`src/rtl/disp_pkg.sv`:
```
package disp_pkg;
  typedef enum logic {
    ENTRY_LEFT  = 1'b0,
    ENTRY_RIGHT = 1'b1
  } entry_e;

  // index of the last active digit for the selected scan length
  function automatic int last_digit(input logic sixteen, input int depth);
    return sixteen ? depth - 1 : depth / 2 - 1;
  endfunction
endpackage

```
`src/rtl/disp_addr.sv`:
```
module disp_addr
  import disp_pkg::*;
#(
  parameter  int DEPTH = 16,
  localparam int AW    = $clog2(DEPTH)
) (
  input  logic          clk,
  input  logic          rst_n,
  input  logic          cfg_sixteen,
  input  entry_e        entry_mode,
  input  logic          cmd_valid,
  input  logic [AW-1:0] cmd_addr,
  input  logic          cmd_autoinc,
  input  logic          wr_valid,
  output logic [AW-1:0] addr_o,
  output logic          auto_o
);
  logic [AW-1:0] addr_q, addr_d;
  logic          auto_q, auto_d;
  logic [AW-1:0] lim;

  always_comb begin
    lim    = AW'(last_digit(cfg_sixteen, DEPTH));
    addr_d = addr_q;
    auto_d = auto_q;
    if (cmd_valid) begin
      addr_d = cfg_sixteen ? cmd_addr : {1'b0, cmd_addr[AW-2:0]};
      auto_d = cmd_autoinc;
    end else if (wr_valid && entry_mode == ENTRY_LEFT && auto_q) begin
      addr_d = (addr_q >= lim) ? '0 : addr_q + 1'b1;
    end
  end

  always_ff @(posedge clk or negedge rst_n) begin
    if (!rst_n) begin
      addr_q <= '0;
      auto_q <= 1'b0;
    end else begin
      addr_q <= addr_d;
      auto_q <= auto_d;
    end
  end

  assign addr_o = addr_q;
  assign auto_o = auto_q;
endmodule

```
`src/rtl/disp_ram.sv`:
```
module disp_ram
  import disp_pkg::*;
#(
  parameter  int DEPTH = 16,
  parameter  int NIB_W = 4,
  localparam int AW    = $clog2(DEPTH),
  localparam int DW    = 2 * NIB_W
) (
  input  logic          clk,
  input  logic          rst_n,
  input  logic          cfg_sixteen,
  input  entry_e        entry_mode,
  input  logic          wr_en,
  input  logic [AW-1:0] wr_addr,
  input  logic [DW-1:0] wr_data,
  input  logic          keep_hi,
  input  logic          keep_lo,
  input  logic [AW-1:0] rd_idx,
  output logic [DW-1:0] rd_data
);
  logic [DW-1:0]    ram_q [DEPTH];
  logic [DW-1:0]    ram_d [DEPTH];
  logic [DEPTH-1:0] ent_en;
  int               lim;

  always_comb begin
    lim = last_digit(cfg_sixteen, DEPTH);
    for (int i = 0; i < DEPTH; i++) begin
      ram_d[i]  = ram_q[i];
      ent_en[i] = 1'b0;
    end
    if (wr_en) begin
      if (entry_mode == ENTRY_RIGHT) begin
        for (int i = 0; i < DEPTH - 1; i++) begin
          if (i < lim) begin
            ram_d[i]  = ram_q[i+1];
            ent_en[i] = 1'b1;
          end
        end
        ram_d[lim]  = wr_data;
        ent_en[lim] = 1'b1;
      end else begin
        if (!keep_hi) ram_d[wr_addr][DW-1:NIB_W] = wr_data[DW-1:NIB_W];
        if (!keep_lo) ram_d[wr_addr][NIB_W-1:0]  = wr_data[NIB_W-1:0];
        ent_en[wr_addr] = 1'b1;
      end
    end
  end

  always_ff @(posedge clk or negedge rst_n) begin
    if (!rst_n) begin
      for (int i = 0; i < DEPTH; i++) ram_q[i] <= '0;
    end else begin
      for (int i = 0; i < DEPTH; i++) begin
        if (ent_en[i]) ram_q[i] <= ram_d[i];
      end
    end
  end

  assign rd_data = ram_q[rd_idx];
endmodule

```
`src/rtl/disp_scan.sv`:
```
module disp_scan
  import disp_pkg::*;
#(
  parameter  int DEPTH     = 16,
  parameter  int DWELL     = 8,
  parameter  int BLANK_CYC = 2,
  localparam int AW        = $clog2(DEPTH),
  localparam int PW        = $clog2(DWELL)
) (
  input  logic          clk,
  input  logic          rst_n,
  input  logic          cfg_sixteen,
  output logic [AW-1:0] digit_o,
  output logic          blank_o
);
  logic [PW-1:0] phase_q, phase_d;
  logic [AW-1:0] digit_q, digit_d;
  logic [AW-1:0] lim;
  logic          period_end;

  always_comb begin
    lim        = AW'(last_digit(cfg_sixteen, DEPTH));
    period_end = (phase_q == PW'(DWELL - 1));
    phase_d    = period_end ? '0 : phase_q + 1'b1;
    digit_d    = digit_q;
    if (period_end) digit_d = (digit_q >= lim) ? '0 : digit_q + 1'b1;
  end

  always_ff @(posedge clk or negedge rst_n) begin
    if (!rst_n) begin
      phase_q <= '0;
      digit_q <= '0;
    end else begin
      phase_q <= phase_d;
      digit_q <= digit_d;
    end
  end

  assign blank_o = (phase_q < PW'(BLANK_CYC)) || (phase_q >= PW'(DWELL - BLANK_CYC));
  assign digit_o = digit_q;
endmodule

```
`src/rtl/disp_refresh.sv`:
```
module disp_refresh
  import disp_pkg::*;
#(
  parameter  int DEPTH     = 16,
  parameter  int NIB_W     = 4,
  parameter  int DWELL     = 8,
  parameter  int BLANK_CYC = 2,
  localparam int AW        = $clog2(DEPTH),
  localparam int DW        = 2 * NIB_W
) (
  input  logic             clk,
  input  logic             rst_n,
  input  logic             cfg_sixteen,
  input  logic             cfg_right,
  input  logic [DW-1:0]    blank_code,
  input  logic             cmd_valid,
  input  logic [AW-1:0]    cmd_addr,
  input  logic             cmd_autoinc,
  input  logic             wr_valid,
  input  logic [DW-1:0]    wr_data,
  input  logic             wr_keep_hi,
  input  logic             wr_keep_lo,
  output logic [AW-1:0]    scan_o,
  output logic             blank_o,
  output logic [NIB_W-1:0] out_a,
  output logic [NIB_W-1:0] out_b
);
  logic [1:0]    rst_sync_q;
  logic          rst_sync_n;
  entry_e        entry_mode;
  logic [AW-1:0] cur_addr;
  logic          cur_auto;
  logic          wr_take;
  logic [AW-1:0] digit;
  logic          blank;
  logic [DW-1:0] glyph;
  logic [DW-1:0] shown;

  always_ff @(posedge clk or negedge rst_n) begin
    if (!rst_n) rst_sync_q <= '0;
    else        rst_sync_q <= {rst_sync_q[0], 1'b1};
  end
  assign rst_sync_n = rst_sync_q[1];

  assign entry_mode = entry_e'(cfg_right);
  assign wr_take    = wr_valid && !cmd_valid;

  disp_addr #(.DEPTH(DEPTH)) u_addr (
    .clk(clk), .rst_n(rst_sync_n), .cfg_sixteen(cfg_sixteen),
    .entry_mode(entry_mode), .cmd_valid(cmd_valid), .cmd_addr(cmd_addr),
    .cmd_autoinc(cmd_autoinc), .wr_valid(wr_valid),
    .addr_o(cur_addr), .auto_o(cur_auto)
  );

  disp_ram #(.DEPTH(DEPTH), .NIB_W(NIB_W)) u_ram (
    .clk(clk), .rst_n(rst_sync_n), .cfg_sixteen(cfg_sixteen),
    .entry_mode(entry_mode), .wr_en(wr_take), .wr_addr(cur_addr),
    .wr_data(wr_data), .keep_hi(wr_keep_hi), .keep_lo(wr_keep_lo),
    .rd_idx(digit), .rd_data(glyph)
  );

  disp_scan #(.DEPTH(DEPTH), .DWELL(DWELL), .BLANK_CYC(BLANK_CYC)) u_scan (
    .clk(clk), .rst_n(rst_sync_n), .cfg_sixteen(cfg_sixteen),
    .digit_o(digit), .blank_o(blank)
  );

  assign shown   = blank ? blank_code : glyph;
  assign out_a   = shown[DW-1:NIB_W];
  assign out_b   = shown[NIB_W-1:0];
  assign scan_o  = digit;
  assign blank_o = blank;
endmodule

```
`config.mk`:
```
export PLATFORM = sky130hd
export DESIGN_NAME = disp_refresh
export DESIGN_NICKNAME = d
export VERILOG_FILES = /design/src/rtl/disp_pkg.sv /design/src/rtl/disp_addr.sv /design/src/rtl/disp_ram.sv /design/src/rtl/disp_scan.sv /design/src/rtl/disp_refresh.sv
export SDC_FILE = /design/constraint.sdc
export NUM_CORES = 1
export LEC_CHECK = 0
export BUFFER_PORTS_ARGS = -buffer_cell sky130_fd_sc_hd__buf_2
export CAP_MARGIN = 20
export CELL_PAD_IN_SITES_DETAIL_PLACEMENT = 1
export CELL_PAD_IN_SITES_GLOBAL_PLACEMENT = 1
export CORE_UTILIZATION = 53
export DETAILED_ROUTE_END_ITERATION = 16
export PLACE_DENSITY = 0.81
export SYNTH_ARGS = -nofsm -noshare
export SYNTH_HDL_FRONTEND = slang
export SYNTH_SLANG_ARGS = --single-unit
```
`constraint.sdc`:
```
create_clock -name clk -period 9.6 [get_ports clk]
set_input_delay 1.92 -clock clk [delete_from_list [all_inputs] [get_ports clk]]
set_output_delay 1.92 -clock clk [all_outputs]
set_load 0.05 [all_outputs]
```
==> results of run 1 <==
-- metal layers --
metal / GRT usage, % / share of wire (%) / routed length (microns) / vias up
li1: - / - / - / 2954
met1: 42.3 / 39 / 10300 / 3546
met2: 59.0 / 51 / 13300 / 280
met3: 7.91 / 6.0 / 1580 / 70
met4: 16.9 / 3.6 / 955 / 0
met5: 0 / 0 / 0 / -
-- cells by family after synthesis --
| logic type | Yosys count | synth area share (%) |
|---|---|---|
| xor gates and xnor gates | 1 | 0.106 |
| AOI/OAI and AO/OA | 263 | 21.5 |
| buffers and inverters | 81 | 4.88 |
| DFF | 142 | 42.9 |
| muxes | 98 | 17.9 |
| adders and majority gates | 11 | 1.66 |
| and+or+nand+nor | 191 | 11.1 |
| other | 1 | 0.0453 |
-- worst reg2reg max path: cells and delay by family, from the launching register on --
| family | cells | cell delay (ps) |
|---|---|---|
| AOI/OAI and AO/OA | 2 | 580 |
| and+or+nand+nor | 2 | 820 |
| DFF | 1 | 990 |
-- worst max path at each step --
| stage | endpoint | slack [ps] | depth (start not counted) |
|---|---|---|---|
| floorplan | out_a[0] | 5330 | 1 |
| global placement | out_a[0] | 5150 | 3 |
| detailed placement | out_b[0] | 5150 | 3 |
| CTS | out_b[3] | 4660 | 5 |
| global route | out_b[3] | 4570 | 5 |
| finish | out_b[3] | 4670 | 5 |
-- flip-flops by register name (all words and copies together), names as in the netlist --
register	cells
u_addr.auto_o	1
u_scan.digit_o	4
u_ram.ram_q	128
u_addr.addr_o	4
u_scan.phase_q	3
rst_sync_q	2
-- final cells by class --
cell class,count,area (sq um)
inverter,21,78.8
sequential,142,3560
multi-input combinational,565,4330
clock inverter,6,60.1
tap,211,264
fill,1646,6220
timing repair buffer,46,263
clock buffer,26,479
-- power by group through the flow --
stage               Combinational [mW]  Clock, mW  Sequential, mW
finish                           0.317      0.621           0.782
CTS                              0.310      0.626           0.783
floorplan                        0.243          0           0.745
detailed placement               0.304          0           0.792
global placement                 0.286          0           0.787
global route                     0.346      0.649           0.791
-- placed cells by master (no fill, tap or decap), types with 11 or more instances in the layout --
cell type  count
mux4_2        22
nand2_1      101
nor2_1        32
mux2i_1       16
mux2_2        49
clkbuf_16     17
o21ai_0       91
inv_1         20
a22oi_1       65
dfrtp_1      140
buf_2         41
a21oi_1       25
ha_1          11
-- per-stage QoR --
step / area [sq um] / hold slack [ps] / util [%]
2_1_floorplan: 8290 / 331 / -
3_3_place_gp: 8470 / 343 / 55.5
3_5_place_dp: 8470 / 337 / 55.5
4_1_cts: 9010 / 360 / 59.0
5_1_grt: 9030 / 275 / 59.2
6_report: 9030 / 242 / 59.2
==> impl_results.md, run 1 <==
- Worst rel slew slack: 30.9%
- Die Ht: 127 microns
- Max rail drop VDD: 134 uV
- Crit. Startpoint: u_scan.digit_o[0]
- DR WL/cell: 25.7 microns
- Seq/Total Area, Yosys: 42.9%
- CP Class: reg -> out
- Routed vias/inst: 6.74
- CP max-delay cell: dfrtp_2
- Tot GR Track Use: 34.8%
- Clock share of power: 36.1%
- Cts-stage hold buffer count: 0
- Final Power: 1.72 mW
- Antenna Nets Post-Route: 0
- Top cell family by delay on the critical path: flip-flops
- Finished Layout Cells: 1,017
- Count leader, synth: dfrtp_1
- Switch share: 31.2%
- Syn avg cell area: 10.5 sq um
- Final Wtd Congestion: 0.823
- Placed insts: 984
- CP endpoint kind: output pin
- Crit-path max cell delay: 1050 ps
- Clock sink count: 142
- Largest net degree at the start of global routing: 84
- P&R area growth vs syn: 9.01%
- I/O Buffers: 41
- Row count: 45
- Layout Skew: 7.53 ps
- Final slew viol count: 0
- Main synth FF type: dfrtp_1
- Clock tree buffer depth: 2
- Sequential Power Share: 45.5%
- Via count: 6,850
- Fmax: 203 MHz
- Buf/Inv on CP: 1
- Starting Density: 54.3%
- Post-place setup slack: 5150 ps
- Post-route setup TNS: 0 ps
- Pwr dens: 190 nW/um^2
- Ranking of synthesized cells by area: dfrtp_1, mux2_2, mux4_2
- CTS tree: built
- Die width: 127 microns
- # diodes: 0
- Synthesis-stage register bit count: 142
- Synth top area share: 42.9%
- First-pass GRT wire length: 41,700 microns
- Synth cell types: 58
- Crit-path max FO: 33
- Post-synth EDFFs: 0
- Vias in the first global route: 7,449
- Root Buffer: clkbuf_16
- 1st-iter DRT viols: 687
- Mapped Nets: 828
- Min Tclk post-route: 4930 ps
- Reg-to-Reg Start: u_addr.addr_o[3]
- Core footprint: 15,300 sq um
- Hold Path Class: reg -> async
- Share of layout cells above drive strength 1: 22.0%
- TritonRoute pass-1 iters: 5
- Cells after Synth: 788
- Post-CTS Setup Bufs: 0
- Clock slew at the register clock pins of the worst setup and hold paths: 60 ps
- Crit path cell chain: mux4_2, mux2i_1, nor3_1, a211o_1, buf_2
- Outcome: completed
- Post-CTS Resized: 0
- Hold violation total from the final report: 0
- WP data arrival: 3010 ps
- Worst Max-Slew Pin Slew: 1040 ps
- Post-DP HPWL: 17,900 microns
- Leakage: 3.77 nW
- Post-synth top cells: dfrtp_1, nand2_1, o21ai_0
- Setup WS post-layout: 4670 ps
- Combinational share of power: 18.4%
- CTS Buf Count: 17
- Yosys warns: 0
- Congestion Overflow GR: 0
- Post-Syn Area: 8290 sq um
- Post-Route WL: 26,200 microns
- Nets@finish: 833
- Initial antenna violation count: 0
- R2R Path End: u_ram.ram_q[55]
- Clock Latency Late Sink: 440 ps
- Cell taking the most area after synthesis: dfrtp_1
- IO Count: 42
- Number of max-cap violations: 0
- Die ar.: 16,100 sq um
- Tcrit/Tclk final: 51.4%
- Finish-stage setup viols: 0
- Worst Reg-to-Reg Cells: 4
- Worst path required time: 7680 ps
- RSZ-0062 raised after global routing: no
- DRC violations left: 0
- P_int: 1.18 mW
- Internal reg-to-reg setup slack: 7040 ps
- Startpoint types: flop
- Psw: 0.536 mW
- Asr flop ratio synth: 100%
- Htree depth: 4
Note: power is estimated with default switching activity, not from simulation.
==> run 2: changes to the inputs <==
--- a/config.mk
+++ b/config.mk
@@ -9,9 +9,9 @@
 export CAP_MARGIN = 20
 export CELL_PAD_IN_SITES_DETAIL_PLACEMENT = 1
 export CELL_PAD_IN_SITES_GLOBAL_PLACEMENT = 1
-export CORE_UTILIZATION = 53
+export CORE_UTILIZATION = 50
 export DETAILED_ROUTE_END_ITERATION = 16
-export PLACE_DENSITY = 0.81
+export PLACE_DENSITY = 0.77
 export SYNTH_ARGS = -nofsm -noshare
 export SYNTH_HDL_FRONTEND = slang
 export SYNTH_SLANG_ARGS = --single-unit
==> constraint.sdc (replaced) <==
create_clock -name clk -period 4.6 [get_ports clk]
set_input_delay 0.92 -clock clk [delete_from_list [all_inputs] [get_ports clk]]
set_output_delay 0.92 -clock clk [all_outputs]
set_load 0.05 [all_outputs]
==> impl_results.md, run 2 (synthesized netlist as in run 1, its figures left out) <==
- Outcome: completed
- Post-CTS Setup Bufs: 0 (unchanged)
- Cts-stage hold buffer count: 0 (unchanged)
- CTS Buf Count: 17 (unchanged)
- Most common cell after layout, fill and taps aside: dfrtp_1
- Tcrit/Tclk final: 82.8%
- RSZ-0062 raised after global routing: no
- Most frequent cells in the layout: dfrtp_1, nand2_1, o21ai_0
- Final slew viol count: 0 (unchanged)
- Largest Register: u_ram.ram_q
- IO Count: 42 (unchanged)
- First-pass GRT wire length: 40,900 microns (-1.9%)
- # diodes: 0 (unchanged)
- Hold violation total from the final report: 0 (unchanged)
- Post-Route WL: 26,100 microns (-0.42%)
- Worst Reg-to-Reg Cells: 6 (+2)
- Starting Density: 51.6% (-2.7 points)
- Htree depth: 4 (unchanged)
- I/O Buffers: 41 (unchanged)
- Finish-stage setup viols: 0 (unchanged)
- P&R area growth vs syn: 10.3%
- Worst Max-Slew Pin Slew: 1040 ps (+4.34 ps)
- # fillers: 1,743 (+5.9%)
- Die Ht: 131 microns (+2.9%)
- Core footprint: 16,100 sq um (+5.2%)
- Die width: 131 microns (+2.9%)
- Max reg flops: 128 (unchanged)
- Clock slew at the register clock pins of the worst setup and hold paths: 60 ps (about the same)
- Post-DP HPWL: 18,000 microns (+0.84%)
- Leakage: 3.83 nW (+1.6%)
- Max rail drop VDD: 281 uV (+110%)
- Layout Skew: 9.63 ps (+2.10 ps)
- WP data arrival: 2890 ps (-120 ps)
- Final Wtd Congestion: 0.849 (+3.2%)
- Hold Path Class: reg -> async
- Pwr dens: 412 nW/um^2 (+120%)
- Root Buffer: clkbuf_16
- Clock Latency Late Sink: 440 ps (about the same)
- Fmax: 263 MHz
- Number of max-cap violations: 0 (unchanged)
- Via count: 6,775 (-1.1%)
- Worst path required time: 3680 ps (-4000 ps)
- Row count: 46 (+2.2%)
- Post-CTS Resized: 0 (unchanged)
- Antenna Nets Post-Route: 0 (unchanged)
- Tot GR Track Use: 32.9% (-1.9 points)
- Congestion Overflow GR: 0 (unchanged)
- Reg-to-Reg Start: u_addr.addr_o[0]
- 1st-iter DRT viols: 591 (-14%)
- Min Tclk post-route: 3810 ps
- Worst rel slew slack: 30.6% (-0.29 points)
- Startpoint types: flop
- Initial antenna violation count: 0 (unchanged)
- TritonRoute pass-1 iters: 5 (unchanged)
- CP endpoint kind: output pin
- DR WL/cell: 25.4 microns (-1.2%)
- Worst hold slack: 198 ps (-44.3 ps)
- Largest net degree at the start of global routing: 82 (-2.4%)
- Vias in the first global route: 7,145 (-4.1%)
- Share of layout cells above drive strength 1: 23.1% (+1.2 points)
- Clock tree buffer depth: 2 (unchanged)
- Post-route setup TNS: 0 ps (unchanged)
- CP Class: reg -> out
- Routed vias/inst: 6.61 (-1.9%)
- Crit-path max FO: 19 (-42%)
- CTS tree: built
- DRC violations left: 0 (unchanged)
- Internal reg-to-reg setup slack: 2070 ps (-4970 ps)
- Die ar.: 17,100 sq um (+5.9%)
- Nets@finish: 836 (+0.36%)
- R2R Path End: u_ram.ram_q[122]
- Clock sink count: 142 (unchanged)
-- run 2: cell count changes in the layout (fill, tap and decap cells not counted), sizes merged --
| cell | previous run | this run |
|---|---|---|
| buf | 46 | 49 |
| bufinv | 1 | 4 |
| clkbuf | 26 | 17 |
| clkinv | 3 | 8 |
| inv | 21 | 22 |
-- run 2: layout make-up --
class                           instances  area (sq um)  area share (%)
Inverter                               21          78.8           0.862
Clock buffer                           17           425            4.65
Clock inverter                         15           195            2.13
Timing Repair Buffer                   49           285            3.12
Tap cell                              216           270            2.96
Sequential cell                       142          3560            38.9
Multi-Input combinational cell        565          4330            47.4
-- run 2: worst max-delay path, cell delays in order (launching register included) --
cell and delay [ps]:
dfrtp_1 980, mux4_1 650, mux2i_1 210, a211oi_1 180, a21o_1 220, buf_2 200
-- run 2: power by group --
| part | total [mW] | internal [mW] | switching (mW) |
|---|---|---|---|
| Clock | 1.48 | 0.905 | 0.578 |
| Combinational | 0.644 | 0.286 | 0.358 |
| Sequential | 1.64 | 1.42 | 0.221 |
| Total | 3.77 | 2.61 | 1.16 |
-- run 2: layer usage --
layer | vias to the layer above | global-route usage [%] | wire [microns]
met5 | - | 0 | 0
met4 | 0 | 14.3 | 889
met3 | 75 | 7.65 | 1490
met2 | 246 | 54.1 | 13000
met1 | 3500 | 41.7 | 10700
li1 | 2954 | - | -
-- run 2: worst max-delay path by stage --
stage,start,to,slack (ps)
after floorplan,rst_sync_q[1],u_addr.addr_o[0],350
after global placement,u_scan.digit_o[0],out_a[2],1360
after detailed placement,u_scan.digit_o[1],out_b[1],1220
after CTS,u_scan.digit_o[1],out_b[1],790
after global routing,u_scan.digit_o[1],out_b[1],640
final,u_scan.digit_o[1],out_b[1],790
-- run 2: through the flow --
step / setup WS (ps) / util, % / instance area [sq um] / power (mW) / instances
after CTS: 789 / 56.8 / 9120 / 3.76 / 1024
after global routing: 640 / 56.9 / 9140 / 3.90 / 1025
after detailed placement: 1220 / 52.9 / 8500 / 2.28 / 992
final: 791 / 56.9 / 9140 / 3.77 / 1025
after floorplan: 351 / - / 8290 / 2.06 / 788
after global placement: 1360 / 52.9 / 8500 / 2.24 / 992
